--- src/rtl/sup_pkg.sv ---
package sup_pkg;
  typedef enum logic [1:0] {CMD_S = 2'd0, CMD_T = 2'd1, CMD_V = 2'd2, CMD_F = 2'd3} cmd_e;

  localparam logic [7:0] CH_RX_SOF = 8'h23;
  localparam logic [7:0] CH_TX_SOF = 8'h24;
  localparam logic [7:0] CH_EOF    = 8'h0A;

  function automatic logic [7:0] hex_ch(input logic [3:0] n);
    return (n < 4'd10) ? (8'h30 + {4'h0, n}) : (8'h37 + {4'h0, n});
  endfunction

  function automatic logic [7:0] cmd_letter(input cmd_e c);
    case (c)
      CMD_S:   return 8'h73;
      CMD_T:   return 8'h74;
      CMD_V:   return 8'h76;
      default: return 8'h66;
    endcase
  endfunction
endpackage

--- src/rtl/sup_rx_parser.sv ---
module sup_rx_parser
  import sup_pkg::*;
(
  input  logic       clk,
  input  logic       rst,
  input  logic [7:0] byte_i,
  input  logic       take_i,
  output logic       push_o,
  output logic [1:0] cmd_o
);
  typedef enum logic [1:0] {P_IDLE, P_HASH, P_LETTER} pst_e;
  pst_e st_q;
  cmd_e cmd_q;

  assign cmd_o = cmd_q;

  always_ff @(posedge clk) begin
    if (rst) begin
      st_q   <= P_IDLE;
      cmd_q  <= CMD_S;
      push_o <= 1'b0;
    end else begin
      push_o <= 1'b0;
      if (take_i) begin
        case (st_q)
          P_IDLE: if (byte_i == CH_RX_SOF) st_q <= P_HASH;
          P_HASH: begin
            st_q <= P_LETTER;
            case (byte_i)
              8'h73:     cmd_q <= CMD_S;
              8'h74:     cmd_q <= CMD_T;
              8'h76:     cmd_q <= CMD_V;
              8'h66:     cmd_q <= CMD_F;
              CH_RX_SOF: st_q  <= P_HASH;
              default:   st_q  <= P_IDLE;
            endcase
          end
          default: begin
            if (byte_i == CH_EOF) begin
              push_o <= 1'b1;
              st_q   <= P_IDLE;
            end else if (byte_i == CH_RX_SOF) begin
              st_q <= P_HASH;
            end else begin
              st_q <= P_IDLE;
            end
          end
        endcase
      end
    end
  end
endmodule

--- src/rtl/sup_cmd_fifo.sv ---
module sup_cmd_fifo #(
  parameter int W     = 2,
  parameter int DEPTH = 4
) (
  input  logic         clk,
  input  logic         rst,
  input  logic         push_i,
  input  logic [W-1:0] wdata_i,
  input  logic         pop_i,
  output logic [W-1:0] rdata_o,
  output logic         empty_o,
  output logic         full_o
);
  localparam int AW = (DEPTH > 1) ? $clog2(DEPTH) : 1;
  localparam int CW = $clog2(DEPTH + 1);

  logic [W-1:0]  mem [DEPTH];
  logic [AW-1:0] wp_q, rp_q;
  logic [CW-1:0] cnt_q;
  logic          do_push, do_pop;

  assign empty_o = (cnt_q == '0);
  assign full_o  = (cnt_q == CW'(DEPTH));
  assign do_pop  = pop_i && !empty_o;
  assign do_push = push_i && (!full_o || do_pop);
  assign rdata_o = mem[rp_q];

  always_ff @(posedge clk) begin
    if (do_push) mem[wp_q] <= wdata_i;
  end

  always_ff @(posedge clk) begin
    if (rst) begin
      wp_q  <= '0;
      rp_q  <= '0;
      cnt_q <= '0;
    end else begin
      if (do_push) wp_q <= (wp_q == AW'(DEPTH - 1)) ? '0 : wp_q + 1'b1;
      if (do_pop)  rp_q <= (rp_q == AW'(DEPTH - 1)) ? '0 : rp_q + 1'b1;
      if (do_push && !do_pop)      cnt_q <= cnt_q + 1'b1;
      else if (do_pop && !do_push) cnt_q <= cnt_q - 1'b1;
    end
  end
endmodule

--- src/rtl/sup_resp_fmt.sv ---
module sup_resp_fmt
  import sup_pkg::*;
#(
  parameter int N_TEMP = 3,
  parameter int N_VOLT = 13
) (
  input  logic                  clk,
  input  logic                  rst,
  input  logic                  q_empty_i,
  input  logic [1:0]            q_cmd_i,
  output logic                  q_pop_o,
  input  logic [8*N_TEMP-1:0]   temps_i,
  input  logic [16*N_VOLT-1:0]  volts_i,
  input  logic [7:0]            pwm_i,
  input  logic [15:0]           rpm_i,
  output logic [7:0]            tx_data_o,
  output logic                  tx_valid_o,
  input  logic                  tx_ready_i,
  output logic                  shut_o
);
  localparam int LEN_S   = 3;
  localparam int LEN_T   = 3 + 3 * N_TEMP;
  localparam int LEN_V   = 3 + 4 * N_VOLT;
  localparam int LEN_F   = 9;
  localparam int MAX_TV  = (LEN_T > LEN_V) ? LEN_T : LEN_V;
  localparam int MAX_LEN = (MAX_TV > LEN_F) ? MAX_TV : LEN_F;
  localparam int IW      = $clog2(MAX_LEN + 1);

  cmd_e          cmd_q, sel_cmd, in_cmd;
  logic [IW-1:0] idx_q, sel_idx;
  logic [7:0]    nxt_byte;
  logic          advance;

  function automatic logic [IW-1:0] last_of(input cmd_e c);
    case (c)
      CMD_S:   return IW'(LEN_S - 1);
      CMD_T:   return IW'(LEN_T - 1);
      CMD_V:   return IW'(LEN_V - 1);
      default: return IW'(LEN_F - 1);
    endcase
  endfunction

  assign in_cmd  = cmd_e'(q_cmd_i);
  assign q_pop_o = !tx_valid_o && !q_empty_i;
  assign advance = tx_valid_o && tx_ready_i;
  assign sel_cmd = q_pop_o ? in_cmd : cmd_q;
  assign sel_idx = q_pop_o ? '0 : idx_q + 1'b1;

  always_comb begin : byte_gen
    int          p;
    int          fld;
    int          sub;
    logic [7:0]  t8;
    logic [7:0]  mag;
    logic [15:0] v16;
    logic [23:0] f24;
    p   = int'(sel_idx) - 2;
    fld = 0;
    sub = 0;
    t8  = '0;
    mag = '0;
    v16 = '0;
    f24 = {pwm_i, rpm_i};
    nxt_byte = CH_EOF;
    if (sel_idx == '0) begin
      nxt_byte = CH_TX_SOF;
    end else if (sel_idx == IW'(1)) begin
      nxt_byte = cmd_letter(sel_cmd);
    end else if (sel_idx != last_of(sel_cmd)) begin
      case (sel_cmd)
        CMD_T: begin
          fld = p / 3;
          sub = p % 3;
          t8  = temps_i[fld*8 +: 8];
          mag = t8[7] ? (8'd0 - t8) : t8;
          if (sub == 0)      nxt_byte = t8[7] ? 8'h2D : 8'h2B;
          else if (sub == 1) nxt_byte = hex_ch(mag[7:4]);
          else               nxt_byte = hex_ch(mag[3:0]);
        end
        CMD_V: begin
          fld = p / 4;
          sub = p % 4;
          v16 = volts_i[fld*16 +: 16];
          nxt_byte = hex_ch(v16[(3-sub)*4 +: 4]);
        end
        CMD_F:   nxt_byte = hex_ch(f24[(5-p)*4 +: 4]);
        default: nxt_byte = CH_EOF;
      endcase
    end
  end

  always_ff @(posedge clk) begin
    if (rst) begin
      cmd_q      <= CMD_S;
      idx_q      <= '0;
      tx_data_o  <= '0;
      tx_valid_o <= 1'b0;
      shut_o     <= 1'b0;
    end else begin
      shut_o <= q_pop_o && (in_cmd == CMD_S);
      if (q_pop_o) begin
        cmd_q      <= in_cmd;
        idx_q      <= '0;
        tx_data_o  <= nxt_byte;
        tx_valid_o <= 1'b1;
      end else if (advance) begin
        if (idx_q == last_of(cmd_q)) begin
          tx_valid_o <= 1'b0;
        end else begin
          idx_q     <= sel_idx;
          tx_data_o <= nxt_byte;
        end
      end
    end
  end
endmodule

--- src/rtl/sup_button_timer.sv ---
module sup_button_timer #(
  parameter int CLK_PER_MS = 200000,
  parameter int HOLD_MS    = 5000
) (
  input  logic clk,
  input  logic rst,
  input  logic button_i,
  output logic irq_n_o,
  output logic force_o
);
  localparam int LIMIT = CLK_PER_MS * HOLD_MS;
  localparam int PW    = $clog2(CLK_PER_MS + 1);
  localparam int HW    = $clog2(LIMIT + 2);

  logic          btn_q;
  logic [PW-1:0] irq_cnt_q;
  logic [HW-1:0] hold_q;

  always_ff @(posedge clk) begin
    if (rst) begin
      btn_q     <= 1'b0;
      irq_cnt_q <= '0;
      irq_n_o   <= 1'b1;
      hold_q    <= '0;
      force_o   <= 1'b0;
    end else begin
      btn_q <= button_i;
      if (button_i && !btn_q) begin
        irq_cnt_q <= PW'(CLK_PER_MS - 1);
        irq_n_o   <= 1'b0;
      end else if (irq_cnt_q != '0) begin
        irq_cnt_q <= irq_cnt_q - 1'b1;
      end else begin
        irq_n_o <= 1'b1;
      end
      if (!button_i) begin
        hold_q  <= '0;
        force_o <= 1'b0;
      end else begin
        force_o <= (hold_q == HW'(LIMIT));
        if (hold_q != HW'(LIMIT + 1)) hold_q <= hold_q + 1'b1;
      end
    end
  end
endmodule

--- src/rtl/sup_cmd_responder.sv ---
module sup_cmd_responder
  import sup_pkg::*;
#(
  parameter int CLK_PER_MS = 200000,
  parameter int HOLD_MS    = 5000,
  parameter int N_TEMP     = 3,
  parameter int N_VOLT     = 13,
  parameter int Q_DEPTH    = 4
) (
  input  logic                 clk,
  input  logic                 rst,
  input  logic [7:0]           rx_data_i,
  input  logic                 rx_valid_i,
  output logic                 rx_ready_o,
  output logic [7:0]           tx_data_o,
  output logic                 tx_valid_o,
  input  logic                 tx_ready_i,
  input  logic [8*N_TEMP-1:0]  temps_i,
  input  logic [16*N_VOLT-1:0] volts_i,
  input  logic [7:0]           fan_pwm_i,
  input  logic [15:0]          fan_rpm_i,
  input  logic                 button_i,
  output logic                 irq_n_o,
  output logic                 pwr_off_o
);
  logic       take, push, q_full, q_empty, pop, shut, force_off;
  logic [1:0] push_cmd, head_cmd;

  assign rx_ready_o = !q_full;
  assign take       = rx_valid_i && rx_ready_o;
  assign pwr_off_o  = shut || force_off;

  sup_rx_parser parser_i (
    .clk(clk), .rst(rst), .byte_i(rx_data_i), .take_i(take),
    .push_o(push), .cmd_o(push_cmd)
  );

  sup_cmd_fifo #(.W(2), .DEPTH(Q_DEPTH)) queue_i (
    .clk(clk), .rst(rst), .push_i(push), .wdata_i(push_cmd), .pop_i(pop),
    .rdata_o(head_cmd), .empty_o(q_empty), .full_o(q_full)
  );

  sup_resp_fmt #(.N_TEMP(N_TEMP), .N_VOLT(N_VOLT)) fmt_i (
    .clk(clk), .rst(rst), .q_empty_i(q_empty), .q_cmd_i(head_cmd), .q_pop_o(pop),
    .temps_i(temps_i), .volts_i(volts_i), .pwm_i(fan_pwm_i), .rpm_i(fan_rpm_i),
    .tx_data_o(tx_data_o), .tx_valid_o(tx_valid_o), .tx_ready_i(tx_ready_i),
    .shut_o(shut)
  );

  sup_button_timer #(.CLK_PER_MS(CLK_PER_MS), .HOLD_MS(HOLD_MS)) button_i_tmr (
    .clk(clk), .rst(rst), .button_i(button_i), .irq_n_o(irq_n_o), .force_o(force_off)
  );
endmodule

--- config.mk ---
export PLATFORM = sky130hd
export DESIGN_NAME = sup_cmd_responder
export DESIGN_NICKNAME = d
export VERILOG_FILES = /design/src/rtl/sup_pkg.sv /design/src/rtl/sup_rx_parser.sv /design/src/rtl/sup_cmd_fifo.sv /design/src/rtl/sup_resp_fmt.sv /design/src/rtl/sup_button_timer.sv /design/src/rtl/sup_cmd_responder.sv
export SDC_FILE = /design/constraint.sdc
export NUM_CORES = 1
export LEC_CHECK = 0
export ABC_AREA = 1
export BUFFER_PORTS_ARGS = -buffer_cell sky130_fd_sc_hd__clkbuf_2
export CAP_MARGIN = 20
export CORE_ASPECT_RATIO = 1.5
export CORE_MARGIN = 4
export CORE_UTILIZATION = 53
export DETAILED_ROUTE_END_ITERATION = 7
export GPL_TIMING_DRIVEN = 1
export PLACE_DENSITY = 0.83
export SLEW_MARGIN = 25
export SYNTH_ARGS = -nofsm -noshare
export SYNTH_HDL_FRONTEND = slang
export SYNTH_SLANG_ARGS = --single-unit
--- constraint.sdc ---
create_clock -name clk -period 7.7 [get_ports clk]
set_input_delay 0.385 -clock clk [delete_from_list [all_inputs] [get_ports clk]]
set_output_delay 0.385 -clock clk [all_outputs]
set_load 0.1 [all_outputs]
==> impl_metrics.tcl, run 1 <==
set metrics [dict create \
    drv_cap 0 \
    grt_max_degree 38 \
    worstPathArrival_ps 7200 \
    clockRootBuffer "clkbuf_16" \
    fin_setup_tns_ps 0 \
    synthDistinctLibCells 62 \
    rows 57 \
    ys.flop_type "dfxtp_1" \
    synth.area.mux_share_pct 0 \
    cts_sinks 90 \
    max_freq_ghz 0.144 \
    mostFrequentLayoutCells "clkbuf_2, nand2_1, nor2_1" \
    fin_area_sq_mm 0.0106 \
    synth-adder-area-share_pct 4.40 \
    grt_pass1_wl_um 47600 \
    synth_area_sq_mm 0.00871 \
    dr_total_vias 10741 \
    path_class "flip-flop to flip-flop" \
    hold_start "button_i" \
    max_stage_delay_ps 410 \
    die_x_um 113 \
    placedInstanceArea_sq_mm 0.0102 \
    timing.hold.ws_ps 311 \
    worst_slew_pin_slew_ps 942 \
    cts.path.max_buffers 2 \
    cts_buffers 9 \
    fp.dieH_um 165 \
    async_flop_share_pct 0 \
    cp-start-kind "flip-flop" \
    wire_per_inst_um 16.0 \
    yosysSeqAreaShare_pct 21.6 \
    first_pass_iters 5 \
    syn_nets 1727 \
    cp_common_cell "nand2_1" \
    critical-path-slowest-cell "dfxtp_2" \
    drtAntennaViolNets 0 \
    synthXorXnorAreaFrac_pct 1.80 \
    outcome "completed" \
    clk_pin_slew_ps 60 \
    syn_inst 1428 \
    start_util_pct 53.8 \
    synthSimpleGateAreaFrac_pct 36.8 \
    die_area_sq_mm 0.0186 \
    drive_gt1_share_pct 23.1 \
    reg2reg_from "fmt_i.idx_q[0]" \
    crit_start "fmt_i.idx_q[0]" \
    nNetsFinal 1976 \
    drcViolationCount 0 \
    dp_hpwl_um 24300 \
    path_max_fanout 9 \
    syn_to_final_growth_pct 21.7 \
    final_common_cell "clkbuf_2" \
    antenna_found_initial 1 \
    grtUsageTotal_pct 31.1 \
    ys_warn_count 0 \
    clk_latency_ps 340 \
    skew_ps 7.44 \
    rsz0062_at_grt "false" \
    synth_enable_flop_cells 8 \
    period_needed_ps 6920 \
    synth_top_family_by_area "simple AND/OR/NAND/NOR gates" \
    relSlewSlack_pct 36.4 \
    critPathRequiredTime_ps 7970 \
    wirelength_um 30100 \
    cts.htree.levels 3 \
    fp.coreArea_sq_mm 0.0162 \
    io_pins 281 \
    cts_tree "done" \
    finish.utilization_pct 65.4 \
    port_buffers 279 \
    end_kind "flip-flop" \
    synth_compound_gate_area_share_pct 25.0 \
    routed_via_density 5.69 \
    synth_seq_cells 90 \
    syn_area_per_cell_sq_um 6.10 \
    setup_viol 0 \
    fin_crit_sh_pct 89.9 \
    gp_congestion 0.983 \
    grt_pass1_vias 10111 \
    hold_path.class "input port to flip-flop" \
    final_max_slew_viol_count 0 \
    hold_viol_final 0 \
    drt_iter0_markers 718 \
    grt-ovfl-total 0 \
]
## per-layer routing
layer / up-vias / GRT usage [%] / share of wire (%)
met5: - / 0 / 0
li1: 5372 / - / -
met2: 434 / 57.6 / 51
met1: 4841 / 33.6 / 37
met4: 0 / 14.3 / 4.6
met3: 94 / 6.41 / 7.4
## registers in the layout, summed over array words and instances (netlist names), 3 cells and up, named ones only
name / flops
button_i_tmr.irq_cnt_q: 18
button_i_tmr.hold_q: 30
queue_i.mem: 8
queue_i.cnt_q: 3
fmt_i.tx_data_o: 7
fmt_i.idx_q: 6
## final timing paths
| kind | depth (start not counted) | slack (ps) | endpoint |
|---|---|---|---|
| min reg2reg | 2 | 460 | button_i_tmr.hold_q[28] |
| max reg2reg | 52 | 780 | fmt_i.tx_data_o[2] |
| max | 52 | 780 | fmt_i.tx_data_o[2] |
| min | 3 | 310 | button_i_tmr.btn_q |
## stage by stage
step / setup slack, ps / std cells
final: 775 / 1889
after global routing: 7.85 / 1889
after CTS: 393 / 1886
after detailed placement: 414 / 1870
after global placement: 676 / 1870
after floorplan: 392 / 1428
## cell type report
cell class | instances | area (sq um)
fillers | 1493 | 5600
repair buffers | 292 | 1490
well taps | 206 | 258
inverters | 176 | 661
flip-flops and latches | 90 | 1880
clock buffers | 12 | 246
multi-input cells | 1108 | 5970
diodes | 1 | 2.50
clock inverters | 4 | 76.3
## worst max-delay path: cells and delay by family (launching register included)
kind / cells / cell delay [ps]
buffers and inverters: 11 / 970
AOI/OAI and AO/OA: 3 / 360
and+or+nand+nor: 30 / 3100
DFF: 1 / 410
adders and majority gates: 8 / 1990
## logic make-up (layout without fill, tap and decap cells)
logic type,after synthesis,in the layout
AOI/OAI and AO/OA,369,369
xor gates and xnor gates,17,17
adders and majority gates,30,30
buffers and inverters,230,484
DFF,90,90
other,1,2
and+or+nand+nor,691,691
## cell usage after synthesis (3+ instances only)
library cell,instances,share of area (%)
a211oi_1,8,0.69
a21oi_1,107,6.1
a221oi_1,13,1.3
a22o_1,6,0.60
a22oi_1,35,3.0
a311oi_1,5,0.50
a31oi_1,10,0.72
and3_1,4,0.29
buf_1,5,0.22
buf_6,3,0.39
clkbuf_1,42,1.8
clkinv_1,3,0.13
dfxtp_1,82,19
edfxtp_1,8,2.8
ha_1,29,4.2
inv_1,165,7.1
inv_2,8,0.34
nand2_1,251,11
nand2_2,16,1.1
nand3_1,104,6.0
nand3_2,9,1.0
nand3_4,5,1.0
nand3b_1,4,0.34
nand4_1,25,1.8
nor2_1,194,8.4
nor2_2,6,0.43
nor2_4,8,1.0
nor3_1,42,2.4
nor4_1,11,0.79
o211ai_1,7,0.60
o21a_1,3,0.26
o21ai_0,140,8.0
o21ai_1,12,0.69
o221ai_1,4,0.40
o22ai_1,3,0.22
or2_2,6,0.43
xnor2_1,7,0.70
xor2_1,9,0.91
## repair_timing
item                       4_1_cts  5_1_grt
hold buffers                     0        0
setup endpoints to repair        0        7
setup buffers                    0        2
gates resized for setup          0       14
Power of run 1 is not shown: default switching activity piles up to over one toggle a cycle in this logic, so the estimate is an artifact.
==> run 2, diff against run 1 <==
==> constraint.sdc (replaced) <==
create_clock -name clk -period 7 [get_ports clk]
set_input_delay 0.35 -clock clk [delete_from_list [all_inputs] [get_ports clk]]
set_output_delay 0.35 -clock clk [all_outputs]
set_load 0.1 [all_outputs]
==> run 2 against run 1 <==
Effect of this change: core utilization increased by 1.1 points; register-to-register slack lost 340 ps; via count is 1.4% higher; hold slack worse by 10 ps; critical path type unchanged; highest routed layer unchanged.
==> impl_metrics.tcl, run 2 (synthesis gave the netlist of run 1 again) <==
set metrics [dict create \
    wire_per_inst_um 16.0 \
    cts_buffers 9 \
    first_pass_iters 5 \
    cts.path.max_buffers 2 \
    end_kind "flip-flop" \
    clk_pin_slew_ps 70 \
    regMostFlops "button_i_tmr.hold_q" \
    grt_pass1_wl_um 48700 \
    die_x_um 113 \
    reg.largest.list "button_i_tmr.hold_q x30, button_i_tmr.irq_cnt_q x18, queue_i.mem x8" \
    rows 57 \
    critical-path-slowest-cell "dfxtp_1" \
    hold_viol_final 0 \
    outcome "completed" \
    drtAntennaViolNets 0 \
    max_freq_ghz 0.152 \
    grtUsageTotal_pct 31.6 \
    hold_path.class "input port to flip-flop" \
    antenna_found_initial 0 \
    nNetsFinal 1992 \
    mostFrequentLayoutCells "clkbuf_2, nand2_1, nor2_1" \
    die_area_sq_mm 0.0186 \
    grt_max_degree 49 \
    cts_sinks 90 \
    dr_total_vias 10895 \
    dp_hpwl_um 24500 \
    gp_congestion 1.01 \
    final_common_cell "clkbuf_2" \
    fin_area_sq_mm 0.0108 \
    fp.coreArea_sq_mm 0.0162 \
    clk_latency_ps 350 \
    worstPathArrival_ps 6850 \
    wirelength_um 30500 \
    cts.htree.levels 3 \
    placed_cells 1878 \
    drt_iter0_markers 869 \
    max_stage_delay_ps 330 \
    fp.dieH_um 165 \
    syn_to_final_growth_pct 23.7 \
    fin_cells 1904 \
    drive_gt1_share_pct 24.7 \
    port_buffers 279 \
    worst_slew_pin_slew_ps 1050 \
    drv_cap 0 \
    drcViolationCount 0 \
    num_antenna_cells 0 \
    fillCellCount 1513 \
    grt-ovfl-total 0 \
    io_pins 281 \
    fin_crit_sh_pct 93.8 \
    critPathRequiredTime_ps 7290 \
    skew_ps 7.20 \
    cp_common_cell "nand2_1" \
    ctsHoldBuffers 0 \
    path_class "flip-flop to flip-flop" \
    setup_viol 0 \
    largest_reg_flops 30 \
    routed_via_density 5.72 \
    grt_pass1_vias 10184 \
    fin_setup_tns_ps 0 \
    final_max_slew_viol_count 0 \
    cp-start-kind "flip-flop" \
    relSlewSlack_pct 30.0 \
    path_max_fanout 7 \
    cts_tree "done" \
    clockRootBuffer "clkbuf_16" \
    placedInstanceArea_sq_mm 0.0103 \
    period_needed_ps 6570 \
    start_util_pct 53.8 \
]
## run 2: cell count changes in the layout (fill, tap and decap cells not counted), sizes merged
cell | before | now
buf | 13 | 29
bufinv | 2 | 1
clkbuf | 291 | 288
clkinv | 4 | 5
clkinvlp | 1 | 2
diode | 1 | 0
inv | 173 | 175
## run 2: path summary, 6_finish.rpt
check	startpoint	endpoint	slack [ps]	cells past startpoint
worst max register to register	fmt_i.idx_q[0]	fmt_i.tx_data_o[2]	430	55
worst min register to register	fmt_i.tx_data_o[0]	fmt_i.tx_data_o[0]	470	2
worst min-delay path	rx_data_i[4]	parser_i.push_o	300	4
worst max-delay path	fmt_i.idx_q[0]	fmt_i.tx_data_o[2]	430	55
## run 2: what timing repair did
action | in CTS | in global routing
endpoints found under the setup margin | 2 | 7
pin swaps | 0 | 6
setup buffers | 0 | 9
resized for setup | 2 | 29
## run 2: worst max-delay path, delay by kind of cell (launching register included)
kind                     cells  cell delay [ps]
AO/OA/AOI/OAI                3              370
flip-flops                   1              330
adder cells (fa/ha/maj)      8             1630
buffers and inverters       13              980
AND/OR/NAND/NOR             31             3190
## run 2: final cells by class
class / count / area (sq um) / area share, %
multi-input cells: 1108 / 6030 / 56.0
flip-flops and latches: 90 / 1890 / 17.5
repair buffers: 308 / 1630 / 15.2
inverters: 176 / 663 / 6.15
well taps: 206 / 258 / 2.39
clock buffers: 9 / 225 / 2.09
clock inverters: 7 / 76.3 / 0.708
## run 2: metal layers
metal  track usage [%]  up-vias  share of wire [%]
met5                 0        -                  0
met4              13.0        0                4.3
met3              5.24       93                6.7
met2              58.7      435                 51
met1              35.4     4961                 38
li1                  -     5406                  -
## run 2: metrics by stage
stage	hold slack [ps]	utilization [%]	worst slack (ps)
after floorplan	439	-	77.7
after global placement	452	63.5	218
after detailed placement	458	63.5	-44.8
after CTS	295	65.4	10.1
after global routing	318	66.6	-174
final	301	66.6	434
Power of run 2 is left out for the same reason.
==> run 3, diff against run 2 <==
--- a/config.mk
+++ b/config.mk
@@ -10,10 +10,11 @@
 export CAP_MARGIN = 20
 export CORE_ASPECT_RATIO = 1.5
 export CORE_MARGIN = 4
-export CORE_UTILIZATION = 53
+export CORE_UTILIZATION = 54
+export CTS_BUF_LIST = sky130_fd_sc_hd__clkbuf_8
 export DETAILED_ROUTE_END_ITERATION = 7
 export GPL_TIMING_DRIVEN = 1
-export PLACE_DENSITY = 0.83
+export PLACE_DENSITY = 0.84
 export SLEW_MARGIN = 25
 export SYNTH_ARGS = -nofsm -noshare
 export SYNTH_HDL_FRONTEND = slang
==> run 3 against run 2 <==
Effect of this change: die area decreased by 1.7%; critical path depth unchanged; critical path type unchanged; cell count decreased by 0.42%; sequential share of layout area increased by 0.34 points; clock skew increased by 8.1 ps; register-to-register slack improved by 160 ps; core utilization increased by 0.65 points; hold slack got worse by 38 ps; non-clock buffer count decreased by 6; wire length decreased by 0.22%.
==> impl_metrics.tcl, run 3 (synthesis gave the netlist of run 1 again) <==
set metrics [dict create \
    outcome "completed" \
    gp_congestion 1.01 \
    finish.utilization_pct 67.2 \
    grt_max_degree 50 \
    grtUsageTotal_pct 31.7 \
    fillCellCount 1481 \
    wire_per_inst_um 16.1 \
    routed_via_density 5.70 \
    first_pass_iters 6 \
    reg2reg_from "fmt_i.idx_q[1]" \
    end_kind "flip-flop" \
    rows 56 \
    dp_hpwl_um 24800 \
    max_freq_ghz 0.156 \
    die_x_um 112 \
    final_max_slew_viol_count 0 \
    placed_cells 1874 \
    fin_setup_tns_ps 0 \
    cts.path.max_buffers 2 \
    start_util_pct 55.2 \
    drv_cap 0 \
    fp.coreArea_sq_mm 0.0158 \
    cts_buffers 9 \
    cts_tree "done" \
    cts.htree.levels 3 \
    path_class "flip-flop to flip-flop" \
    wirelength_um 30500 \
    syn_to_final_growth_pct 21.7 \
    grt_pass1_vias 10071 \
    largest_reg_flops 30 \
    path_max_fanout 8 \
    antenna_found_initial 1 \
    setup_viol 0 \
    multi_input_area_sq_mm 0.00602 \
    drt_iter0_markers 827 \
    skew_ps 15.4 \
    critPathRequiredTime_ps 7320 \
    relSlewSlack_pct 38.3 \
    fin_crit_sh_pct 91.5 \
    period_needed_ps 6410 \
    post-place-ws_ps -186 \
    drcViolationCount 0 \
    cts_sinks 90 \
    hold_path.class "input port to flip-flop" \
    worst_slew_pin_slew_ps 921 \
    fin_cells 1896 \
    die_area_sq_mm 0.0183 \
    critical-path-slowest-cell "dfxtp_4" \
    reg.largest.list "button_i_tmr.hold_q x30, button_i_tmr.irq_cnt_q x18, queue_i.mem x8" \
    grt-ovfl-total 0 \
    clockRootBuffer "clkbuf_8" \
    io_pins 281 \
    crit_start "fmt_i.idx_q[1]" \
    grt_pass1_wl_um 48000 \
    seq_area_sq_mm 0.00189 \
    clk_pin_slew_ps 100 \
    timing.final.ws_setup_ps 592 \
    mostFrequentLayoutCells "clkbuf_2, nand2_1, nor2_1" \
    drive_gt1_share_pct 24.5 \
    dr_total_vias 10813 \
    cp_common_cell "nand2_1" \
    max_stage_delay_ps 380 \
    cp-start-kind "flip-flop" \
    nNetsFinal 1986 \
    hold_start "rx_data_i[6]" \
    clk_latency_ps 380 \
    worstPathArrival_ps 6730 \
    final_common_cell "clkbuf_2" \
    drtAntennaViolNets 0 \
    hold_viol_final 0 \
    fp.dieH_um 164 \
    port_buffers 279 \
    regMostFlops "button_i_tmr.hold_q" \
]
==> run 3: area by class of cell <==
cell class	instances	share of cell area, %
diodes	1	0.0236
repair buffers	302	14.9
well taps	203	2.40
clock inverters	7	0.555
flip-flops and latches	90	17.8
multi-input cells	1108	56.9
clock buffers	9	1.17
inverters	176	6.26
==> run 3: per-stage QoR <==
| stage | instance area [sq um] | hold WS (ps) |
|---|---|---|
| after floorplan | 8710 | 439 |
| after global placement | 10300 | 449 |
| after detailed placement | 10300 | 462 |
| after CTS | 10500 | 245 |
| after global routing | 10600 | 253 |
| final | 10600 | 264 |
==> run 3: path summary, 6_finish.rpt <==
path / endpoint / slack (ps) / depth (start not counted)
max: fmt_i.tx_data_o[2] / 590 / 55
max reg2reg: fmt_i.tx_data_o[2] / 590 / 55
min reg2reg: button_i_tmr.hold_q[28] / 470 / 2
min: parser_i.push_o / 260 / 4
==> run 3: what timing repair did <==
item / 4_1_cts / 5_1_grt
pin swaps: 0 / 3
gates resized for setup: 4 / 29
hold buffers: 0 / 0
setup buffers: 0 / 5
setup endpoints to repair: 6 / 7
==> run 3: critical path: cells and delay by family (launching register included) <==
family | cells | cell delay (ps)
adders and majority gates | 8 | 1600
DFF | 1 | 380
buffers and inverters | 13 | 1030
and+or+nand+nor | 31 | 3030
AOI/OAI and AO/OA | 3 | 340
==> run 3: metal layers <==
layer	GRT usage, %	part of all wire (%)	vias up
met4	16.9	5.6	0
met1	34.1	37	4899
met2	58.6	51	428
li1	-	-	5389
met5	0	0	-
met3	5.41	6.7	97
Power of run 3 is left out for the same reason.
